### src/rtl/legacy_route_pkg.sv
package legacy_route_pkg;

    typedef enum logic [1:0] {
        ATTR_OFF     = 2'b00,
        ATTR_RD_DRAM = 2'b01,
        ATTR_WR_DRAM = 2'b10,
        ATTR_BOTH    = 2'b11
    } attr_e;

    typedef enum logic [1:0] {
        HOLE_NONE = 2'b00,
        HOLE_LOW  = 2'b01,
        HOLE_HIGH = 2'b10,
        HOLE_RSVD = 2'b11
    } hole_e;

    typedef enum logic {
        TGT_DRAM = 1'b0,
        TGT_MMIO = 1'b1
    } tgt_e;

endpackage

### src/rtl/lrt_attr_regs.sv
module lrt_attr_regs
    import legacy_route_pkg::*;
#(
    parameter int SEG_NUM = 12,
    parameter int SEL_W   = 4,
    parameter int DATA_W  = 8
) (
    input  logic                      clk,
    input  logic                      rst_n,
    input  logic                      cfg_we,
    input  logic [SEL_W-1:0]          cfg_sel,
    input  logic [DATA_W-1:0]         cfg_data,
    output logic [SEG_NUM-1:0][1:0]   seg_attr,
    output attr_e                     bios_attr,
    output hole_e                     hole_mode
);
    localparam int PAIR_BYTES = (SEG_NUM + 1) / 2;
    localparam logic [SEL_W-1:0] BIOS_SEL = '0;
    localparam logic [SEL_W-1:0] HOLE_SEL = SEL_W'(PAIR_BYTES + 1);

    logic unused_bits;
    assign unused_bits = ^cfg_data[3:2];

    // one 2-bit field per window, two windows per select value
    for (genvar k = 0; k < SEG_NUM; k++) begin : g_seg
        localparam logic [SEL_W-1:0] MY_SEL = SEL_W'(k / 2 + 1);
        always_ff @(posedge clk or negedge rst_n) begin
            if (!rst_n) begin
                seg_attr[k] <= ATTR_OFF;
            end else if (cfg_we && cfg_sel == MY_SEL) begin
                if (k % 2 == 0) seg_attr[k] <= cfg_data[1:0];
                else            seg_attr[k] <= cfg_data[5:4];
            end
        end
    end

    always_ff @(posedge clk or negedge rst_n) begin
        if (!rst_n) begin
            bios_attr <= ATTR_OFF;
            hole_mode <= HOLE_NONE;
        end else if (cfg_we) begin
            if (cfg_sel == BIOS_SEL) bios_attr <= attr_e'(cfg_data[5:4]);
            if (cfg_sel == HOLE_SEL) hole_mode <= hole_e'(cfg_data[7:6]);
        end
    end

endmodule

### src/rtl/lrt_region_decode.sv
module lrt_region_decode
    import legacy_route_pkg::*;
#(
    parameter int ADDR_W  = 32,
    parameter int SEG_NUM = 12
) (
    input  logic [ADDR_W-1:0]         addr,
    input  logic [SEG_NUM-1:0][1:0]   seg_attr,
    input  attr_e                     bios_attr,
    input  hole_e                     hole_mode,
    output logic                      in_legacy,
    output logic                      in_hole,
    output attr_e                     win_attr
);
    localparam int SEG_LSB  = 14;
    localparam int IDX_W    = 4;
    localparam int MEG_LSB  = 20;
    localparam int HLO_LSB  = 17;
    localparam logic [ADDR_W-HLO_LSB-1:0] HLO_TAG = (ADDR_W-HLO_LSB)'(4);
    localparam logic [ADDR_W-MEG_LSB-1:0] HHI_TAG = (ADDR_W-MEG_LSB)'(15);

    logic [IDX_W-1:0] seg_idx;
    logic             low_meg;
    logic             unused_addr;

    assign unused_addr = ^addr[SEG_LSB-1:0];
    assign seg_idx     = addr[SEG_LSB+IDX_W-1:SEG_LSB];
    assign low_meg     = (addr[ADDR_W-1:MEG_LSB] == '0);

    always_comb begin
        in_legacy = low_meg && (addr[MEG_LSB-1:MEG_LSB-2] == 2'b11);
        unique case (hole_mode)
            HOLE_LOW:  in_hole = (addr[ADDR_W-1:HLO_LSB] == HLO_TAG);
            HOLE_HIGH: in_hole = (addr[ADDR_W-1:MEG_LSB] == HHI_TAG);
            HOLE_NONE,
            HOLE_RSVD: in_hole = 1'b0;
            default:   in_hole = 1'b0;
        endcase
        if (int'(seg_idx) < SEG_NUM) win_attr = attr_e'(seg_attr[seg_idx]);
        else                         win_attr = bios_attr;
    end

endmodule

### src/rtl/legacy_mem_router.sv
module legacy_mem_router
    import legacy_route_pkg::*;
#(
    parameter int ADDR_W  = 32,
    parameter int SEG_NUM = 12,
    parameter int SEL_W   = 4,
    parameter int DATA_W  = 8
) (
    input  logic              clk,
    input  logic              rst_n,
    input  logic              acc_valid,
    input  logic [ADDR_W-1:0] acc_addr,
    input  logic              acc_write,
    input  logic              cfg_we,
    input  logic [SEL_W-1:0]  cfg_sel,
    input  logic [DATA_W-1:0] cfg_data,
    output logic              route_vld,
    output logic              route_io,
    output logic              route_hit
);
    logic [SEG_NUM-1:0][1:0] seg_attr;
    attr_e                   bios_attr;
    hole_e                   hole_cfg;
    attr_e                   win_attr;
    logic                    in_legacy;
    logic                    in_hole;
    tgt_e                    tgt_nxt;

    lrt_attr_regs #(
        .SEG_NUM (SEG_NUM),
        .SEL_W   (SEL_W),
        .DATA_W  (DATA_W)
    ) i_regs (
        .clk       (clk),
        .rst_n     (rst_n),
        .cfg_we    (cfg_we),
        .cfg_sel   (cfg_sel),
        .cfg_data  (cfg_data),
        .seg_attr  (seg_attr),
        .bios_attr (bios_attr),
        .hole_mode (hole_cfg)
    );

    lrt_region_decode #(
        .ADDR_W  (ADDR_W),
        .SEG_NUM (SEG_NUM)
    ) i_dec (
        .addr      (acc_addr),
        .seg_attr  (seg_attr),
        .bios_attr (bios_attr),
        .hole_mode (hole_cfg),
        .in_legacy (in_legacy),
        .in_hole   (in_hole),
        .win_attr  (win_attr)
    );

    // attr bit 0 lets reads reach DRAM, bit 1 lets writes reach DRAM
    always_comb begin
        logic [1:0] a;
        a = win_attr;
        if (in_hole)        tgt_nxt = TGT_MMIO;
        else if (in_legacy) tgt_nxt = (acc_write ? a[1] : a[0]) ? TGT_DRAM : TGT_MMIO;
        else                tgt_nxt = TGT_DRAM;
    end

    always_ff @(posedge clk or negedge rst_n) begin
        if (!rst_n) begin
            route_vld <= 1'b0;
            route_io  <= 1'b0;
            route_hit <= 1'b0;
        end else begin
            route_vld <= acc_valid;
            if (acc_valid) begin
                route_io  <= (tgt_nxt == TGT_MMIO);
                route_hit <= in_hole || in_legacy;
            end
        end
    end

endmodule

### config.mk
export PLATFORM = sky130hd
export DESIGN_NAME = legacy_mem_router
export DESIGN_NICKNAME = d
export VERILOG_FILES = /design/src/rtl/legacy_route_pkg.sv /design/src/rtl/lrt_attr_regs.sv /design/src/rtl/lrt_region_decode.sv /design/src/rtl/legacy_mem_router.sv
export SDC_FILE = /design/constraint.sdc
export NUM_CORES = 1
export LEC_CHECK = 0
export ABC_AREA = 1
export ABC_CLOCK_PERIOD_IN_PS = 2300
export BUFFER_PORTS_ARGS = -buffer_cell sky130_fd_sc_hd__buf_4
export CAP_MARGIN = 15
export CORE_MARGIN = 1
export CORE_UTILIZATION = 39
export DETAILED_ROUTE_END_ITERATION = 8
export GPL_TIMING_DRIVEN = 1
export PLACE_DENSITY = 0.6
export SETUP_SLACK_MARGIN = 0.15
export SYNTH_ARGS = -nofsm -noshare
export SYNTH_HDL_FRONTEND = slang
export SYNTH_SLANG_ARGS = --single-unit
### constraint.sdc
create_clock -name clk -period 2.3 [get_ports clk]
set_input_delay 0.345 -clock clk [delete_from_list [all_inputs] [get_ports clk]]
set_output_delay 0.345 -clock clk [all_outputs]
set_load 0.01 [all_outputs]
==> results_dict.tcl, run 1 <==
set metrics [dict create \
    status "finished clean" \
    p_comb_frac 0.201 \
    cp_slowest_stage_delay_ns 0.18 \
    ys.warnings.count 0 \
    worstReg2RegEnd "route_io" \
    worstSetupPathType "input port to register" \
    synth_top_area_share 0.476 \
    diodes 0 \
    hpwl_mm 2.76 \
    pwr-share-clk 0.322 \
    drc 0 \
    antenna_found_initial 0 \
    leakagePower_nw 1.08 \
    ys_seq_area_frac 0.476 \
    wire_per_inst_um 11.6 \
    synthTopCellsByArea "dfrtp_1 (48%), nand2_1 (18%), o21ai_0 (8.0%)" \
    startpoint_type "input port" \
    clock-skew-final_ns 0.00550 \
    cp_data_required_time_ns 2.48 \
    drt_iter0_drc 73 \
    cp_common_cell "nand2_1" \
    area_growth_pct 25.3 \
    crit_chain "buf_4 -> inv_2 -> nand2_1 -> nand2_1 -> nand2_1 -> nand2_1 -> nand2_1 -> nand3_1 -> nand2_1 -> nand2_1 -> nand3_1 -> nand2_1 -> inv_1" \
    sequentialPowerShare 0.477 \
    p_switching_mw 0.410 \
    place.gp.congestion 0.732 \
    grt_pass1_wl_mm 5.87 \
    cp_max_fo 14 \
    ioPinCount 52 \
    vias 1485 \
    grt_max_degree 32 \
    dr.pass1.iters 4 \
    r2r.worst_path.cells 9 \
    core-area_sq_mm 0.00400 \
    grt_pass1_vias 1292 \
    setup_violations 0 \
    cts_max_level 2 \
    finalPower_mw 1.47 \
    cts_buffer_depth 2 \
    netlist_instances 225 \
    hold_violations 0 \
    dieArea_sq_mm 0.00444 \
    fmax_ghz 0.860 \
    worst_slack_ns 1.14 \
    finalSetupTns_ns 0 \
    antenna_left 0 \
    num-nets-final 315 \
    cts_root_buffer "clkbuf_8" \
    worst_slew_pin_slew_ns 0.512 \
    dp_slack_ns 0.841 \
    cp.arrival_ns 1.34 \
    syn_nets 274 \
    vdd_drop_max_mv 0.414 \
    cap_viol_max_count 0 \
    endpoint_kind "register" \
    overflow 0 \
    drive_gt1_frac 0.187 \
    synth_area_sq_mm 0.00163 \
    start_util 0.407 \
    clock_latency_ns 0.29 \
    fillers 422 \
    syn_avg_cell_area_sq_um 7.24 \
    powerDensity_mw_per_mm2 721 \
    min_path_type "input port to register" \
    final_area_sq_mm 0.00204 \
    cts_tree "yes" \
    die_w_um 66.6 \
    rows 23 \
    grt_usage 0.184 \
    cp_slowest_cell "inv_2" \
    post_dp_cell_area_sq_mm 0.00193 \
    io_buffers 35 \
    min-delay-start "acc_valid" \
    path_clk_slew_ns 0.06 \
    synth_top_area_cell "dfrtp_1" \
    switching_share 0.278 \
    cts_made_buffers 5 \
    maxSlewHeadroom 0.658 \
    r2r_slack_ns 1.14 \
    postCtsSetupBuffers 0 \
    slew_viol_final 0 \
    synth.distinct_cells 17 \
    ys_ff_latch 31 \
    die_height_um 66.6 \
    whs_path_depth 1 \
    cts_sinks 31 \
    grt_setup_unrepaired "false" \
    min_period_ns 1.16 \
    min_period_over_period 0.505 \
    wl_mm 3.68 \
    r2r-start "i_regs.hole_mode[1]" \
    p_int_mw 1.06 \
    cts.repair.resized 0 \
    viasPerCell 4.68 \
    final_common_cell "nand2_1" \
    mostFrequentLayoutCells "nand2_1 (79), buf_4 (35), inv_1 (34), dfrtp_1 (31), o21ai_0 (26)" \
    holdPathEnd "route_vld" \
]
-- area by class of cell --
class | instances | area [sq um] | area share
repair buffers | 36 | 273 | 0.134
well taps | 50 | 62.6 | 0.0306
multi-input cells | 155 | 692 | 0.339
clock buffers | 8 | 100 | 0.0490
inverters | 37 | 139 | 0.0680
flip-flops and latches | 31 | 776 | 0.380
-- critical path: cells and delay by family --
kind	cells	cell delay, ns
AND/OR/NAND/NOR	10	0.61
buffers and inverters	3	0.39
-- power groups by stage --
| stage | clock network (mW) | registers, mW | logic [mW] |
|---|---|---|---|
| 3_5_place_dp | 0 | 0.714 | 0.300 |
| 6_report | 0.474 | 0.703 | 0.296 |
| 3_3_place_gp | 0 | 0.708 | 0.296 |
| 2_1_floorplan | 0 | 0.701 | 0.194 |
| 4_1_cts | 0.489 | 0.704 | 0.303 |
| 5_1_grt | 0.517 | 0.716 | 0.349 |
-- per-stage QoR --
stage | std cells | hold slack [ns] | util
floorplan | 225 | 0.0494 | -
global placement | 308 | 0.303 | 0.483
detailed placement | 308 | 0.307 | 0.483
CTS | 317 | 0.193 | 0.510
global route | 317 | 0.199 | 0.510
finish | 317 | 0.203 | 0.510
-- flip-flops by register name, indices dropped and copies added, names as in the netlist --
signal and flops:
i_regs.hole_mode 2, i_regs.seg_attr 24, route_io 1, i_regs.bios_attr 2, route_vld 1, route_hit 1
-- cell usage after synthesis --
master / instances
buf_6: 2
clkinv_1: 1
dfrtp_1: 31
inv_1: 34
inv_2: 2
mux2_2: 1
nand2_1: 79
nand3_1: 22
nand4_1: 2
nor2_1: 11
nor3_1: 2
nor3_2: 2
o21a_1: 1
o21ai_0: 26
o21ai_1: 3
or2_1: 3
or2_2: 3
-- worst max path at each step --
stage / startpoint / to / slack, ns / depth (start not counted)
after floorplan: cfg_we / i_regs.hole_mode[1] / 1.11 / 5
after global placement: acc_addr[14] / route_io / 0.85 / 13
after detailed placement: cfg_sel[3] / i_regs.seg_attr[23] / 0.84 / 5
after CTS: i_regs.hole_mode[1] / route_io / 1.13 / 9
after global routing: cfg_sel[3] / i_regs.seg_attr[18] / 0.97 / 5
final: acc_addr[14] / route_io / 1.14 / 13
-- cell families after synthesis --
group,count (synthesis),synth area share
AO/OA/AOI/OAI,30,0.0937
buffers and inverters,39,0.0991
flip-flops,31,0.476
multiplexers,1,0.00691
AND/OR/NAND/NOR,124,0.324
-- what timing repair did --
action	4_1_cts	5_1_grt
hold endpoints to repair	21	0
endpoints found under the setup margin	0	0
hold buffers	1	0
-- routing by layer --
| layer | wire length [um] | up-vias | GRT usage |
|---|---|---|---|
| li1 | - | 782 | - |
| met1 | 1790 | 677 | 0.235 |
| met2 | 1680 | 20 | 0.285 |
| met3 | 148 | 6 | 0.0514 |
| met4 | 67 | 0 | 0.0798 |
| met5 | 0 | - | 0 |
Note: power is estimated with default switching activity, not from simulation.
==> inputs of run 2 (changes only) <==
--- a/config.mk
+++ b/config.mk
@@ -6,14 +6,14 @@
 export NUM_CORES = 1
 export LEC_CHECK = 0
 export ABC_AREA = 1
-export ABC_CLOCK_PERIOD_IN_PS = 2300
+export ABC_CLOCK_PERIOD_IN_PS = 1010
 export BUFFER_PORTS_ARGS = -buffer_cell sky130_fd_sc_hd__buf_4
 export CAP_MARGIN = 15
 export CORE_MARGIN = 1
 export CORE_UTILIZATION = 39
 export DETAILED_ROUTE_END_ITERATION = 8
 export GPL_TIMING_DRIVEN = 1
-export PLACE_DENSITY = 0.6
+export PLACE_DENSITY = 0.62
 export SETUP_SLACK_MARGIN = 0.15
 export SYNTH_ARGS = -nofsm -noshare
 export SYNTH_HDL_FRONTEND = slang
==> constraint.sdc (replaced) <==
create_clock -name clk -period 1.01 [get_ports clk]
set_input_delay 0.1515 -clock clk [delete_from_list [all_inputs] [get_ports clk]]
set_output_delay 0.1515 -clock clk [all_outputs]
set_load 0.01 [all_outputs]
==> results_dict.tcl, run 2 (synthesized netlist as in run 1, its figures left out) <==
set metrics [dict create \
    grt_pass1_vias 1396 \
    wl_mm 3.74 \
    grt_max_degree 32 \
    fmax_ghz 0.853 \
    dp_slack_ns -0.190 \
    min_path_type "input port to register" \
    largest_reg_flops 24 \
    instances_no_fill 339 \
    violations "setup timing" \
    drive_gt1_frac 0.287 \
    min_period_over_period 1.16 \
    core-area_sq_mm 0.00400 \
    maxSlewHeadroom 0.734 \
    cap_viol_max_count 0 \
    startpoint_type "register" \
    path_clk_slew_ns 0.07 \
    status "finished with violations" \
    area_growth_pct 40.4 \
    vdd_drop_max_mv 0.758 \
    antenna_left 0 \
    viasPerCell 4.62 \
    cp_slowest_cell "dfrtp_1" \
    dp_cells 330 \
    clock_latency_ns 0.29 \
    fin_util 0.572 \
    drc 0 \
    setup_violations 2 \
    crit_chain "nor2_1 -> nand3_1 -> o21ai_1 -> nand3_1 -> nand3_2 -> nand2_1 -> inv_2 -> nand2_1 -> inv_1" \
    diodes 0 \
    io_buffers 35 \
    rows 23 \
    cts_made_buffers 5 \
    dr.pass1.iters 4 \
    cts_sinks 31 \
    antenna_found_initial 0 \
    hpwl_mm 2.85 \
    grt_usage 0.193 \
    powerDensity_mw_per_mm2 1500 \
    cp_slowest_stage_delay_ns 0.40 \
    ioPinCount 52 \
    wire_per_inst_um 11.0 \
    cts_root_buffer "clkbuf_8" \
    crit_start "i_regs.hole_mode[1]" \
    num-nets-final 338 \
    vias 1567 \
    worst_slew_pin_slew_ns 0.398 \
    drt_iter0_drc 47 \
    final_common_cell "nand2_1" \
    cp_max_fo 3 \
    worst_slack_ns -0.163 \
    cp.arrival_ns 1.40 \
    leakagePower_nw 1.21 \
    cts_max_level 2 \
    grt_setup_unrepaired "true" \
    min_period_ns 1.17 \
    dieArea_sq_mm 0.00444 \
    place.gp.congestion 0.842 \
    r2r-start "i_regs.hole_mode[1]" \
    start_util 0.407 \
    cts_buffer_depth 2 \
    finalPower_mw 3.43 \
    worstSetupPathType "register to register" \
    die_height_um 66.6 \
    cts_tree "yes" \
    cp_data_required_time_ns 1.24 \
    die_w_um 66.6 \
    hold_violations 0 \
    slew_viol_final 0 \
    regMostFlops "i_regs.seg_attr" \
    top_regs "i_regs.seg_attr (24), i_regs.bios_attr (2), i_regs.hole_mode (2)" \
    endpoint_kind "register" \
    min-delay-start "acc_valid" \
    overflow 0 \
    clock-skew-final_ns 0.00520 \
    mostFrequentLayoutCells "nand2_1 (77), buf_4 (53), inv_1 (33), dfrtp_1 (31), o21ai_0 (21)" \
    grt_pass1_wl_mm 6.22 \
]
-- run 2: power by group --
part	leakage, nW	internal [mW]	switching (mW)	total, mW
Clock	0.0470	0.534	0.464	0.998
Combinational	0.782	0.412	0.410	0.822
Sequential	0.385	1.49	0.116	1.61
Total	1.21	2.44	0.989	3.43
-- run 2: what timing repair did --
item	in CTS	in global routing
resized for setup	3	6
pin swaps	1	6
hold endpoints to repair	32	0
endpoints found under the setup margin	5	10
setup buffers	0	1
gates cloned	0	0
hold buffers	1	0
-- run 2: worst max-delay path: cells and delay by family (launching register included) --
family / cells / cell delay (ns)
AOI/OAI and AO/OA: 1 / 0.14
buffers and inverters: 2 / 0.08
DFF: 1 / 0.40
and+or+nand+nor: 6 / 0.50
-- run 2: worst paths after layout --
path | endpoint | slack (ns) | depth (start not counted)
setup / recovery | route_io | -0.16 | 9
hold / removal | route_vld | 0.006 | 1
setup reg to reg | route_io | -0.16 | 9
hold reg to reg | i_regs.bios_attr[1] | 0.47 | 2
max in group asynchronous | i_regs.seg_attr[16] | 0.37 | 2
min in group asynchronous | i_regs.seg_attr[13] | 0.35 | 2
-- run 2: stage by stage --
| step | area [sq um] | hold slack, ns | TNS [ns] |
|---|---|---|---|
| 2_1_floorplan | 1660 | -0.144 | -0.0207 |
| 3_3_place_gp | 2150 | 0.110 | -0.996 |
| 3_5_place_dp | 2150 | 0.116 | -1.40 |
| 4_1_cts | 2260 | -0.00462 | -0.241 |
| 5_1_grt | 2290 | 0.00961 | -0.480 |
| 6_report | 2290 | 0.00554 | -0.258 |
-- run 2: final cells by class --
type | count | area [sq um]
Fill cell | 378 | 1710
Sequential cell | 31 | 776
Multi-Input combinational cell | 155 | 738
Timing Repair Buffer | 59 | 482
Inverter | 37 | 141
Clock buffer | 6 | 82.6
Tap cell | 50 | 62.6
Clock inverter | 1 | 5.00
-- run 2: layer usage --
metal,share of wire,track usage,vias up
met1,0.49,0.266,709
met4,0.019,0.101,0
met5,0,0,-
met2,0.46,0.278,25
met3,0.036,0.0462,7
li1,-,-,826
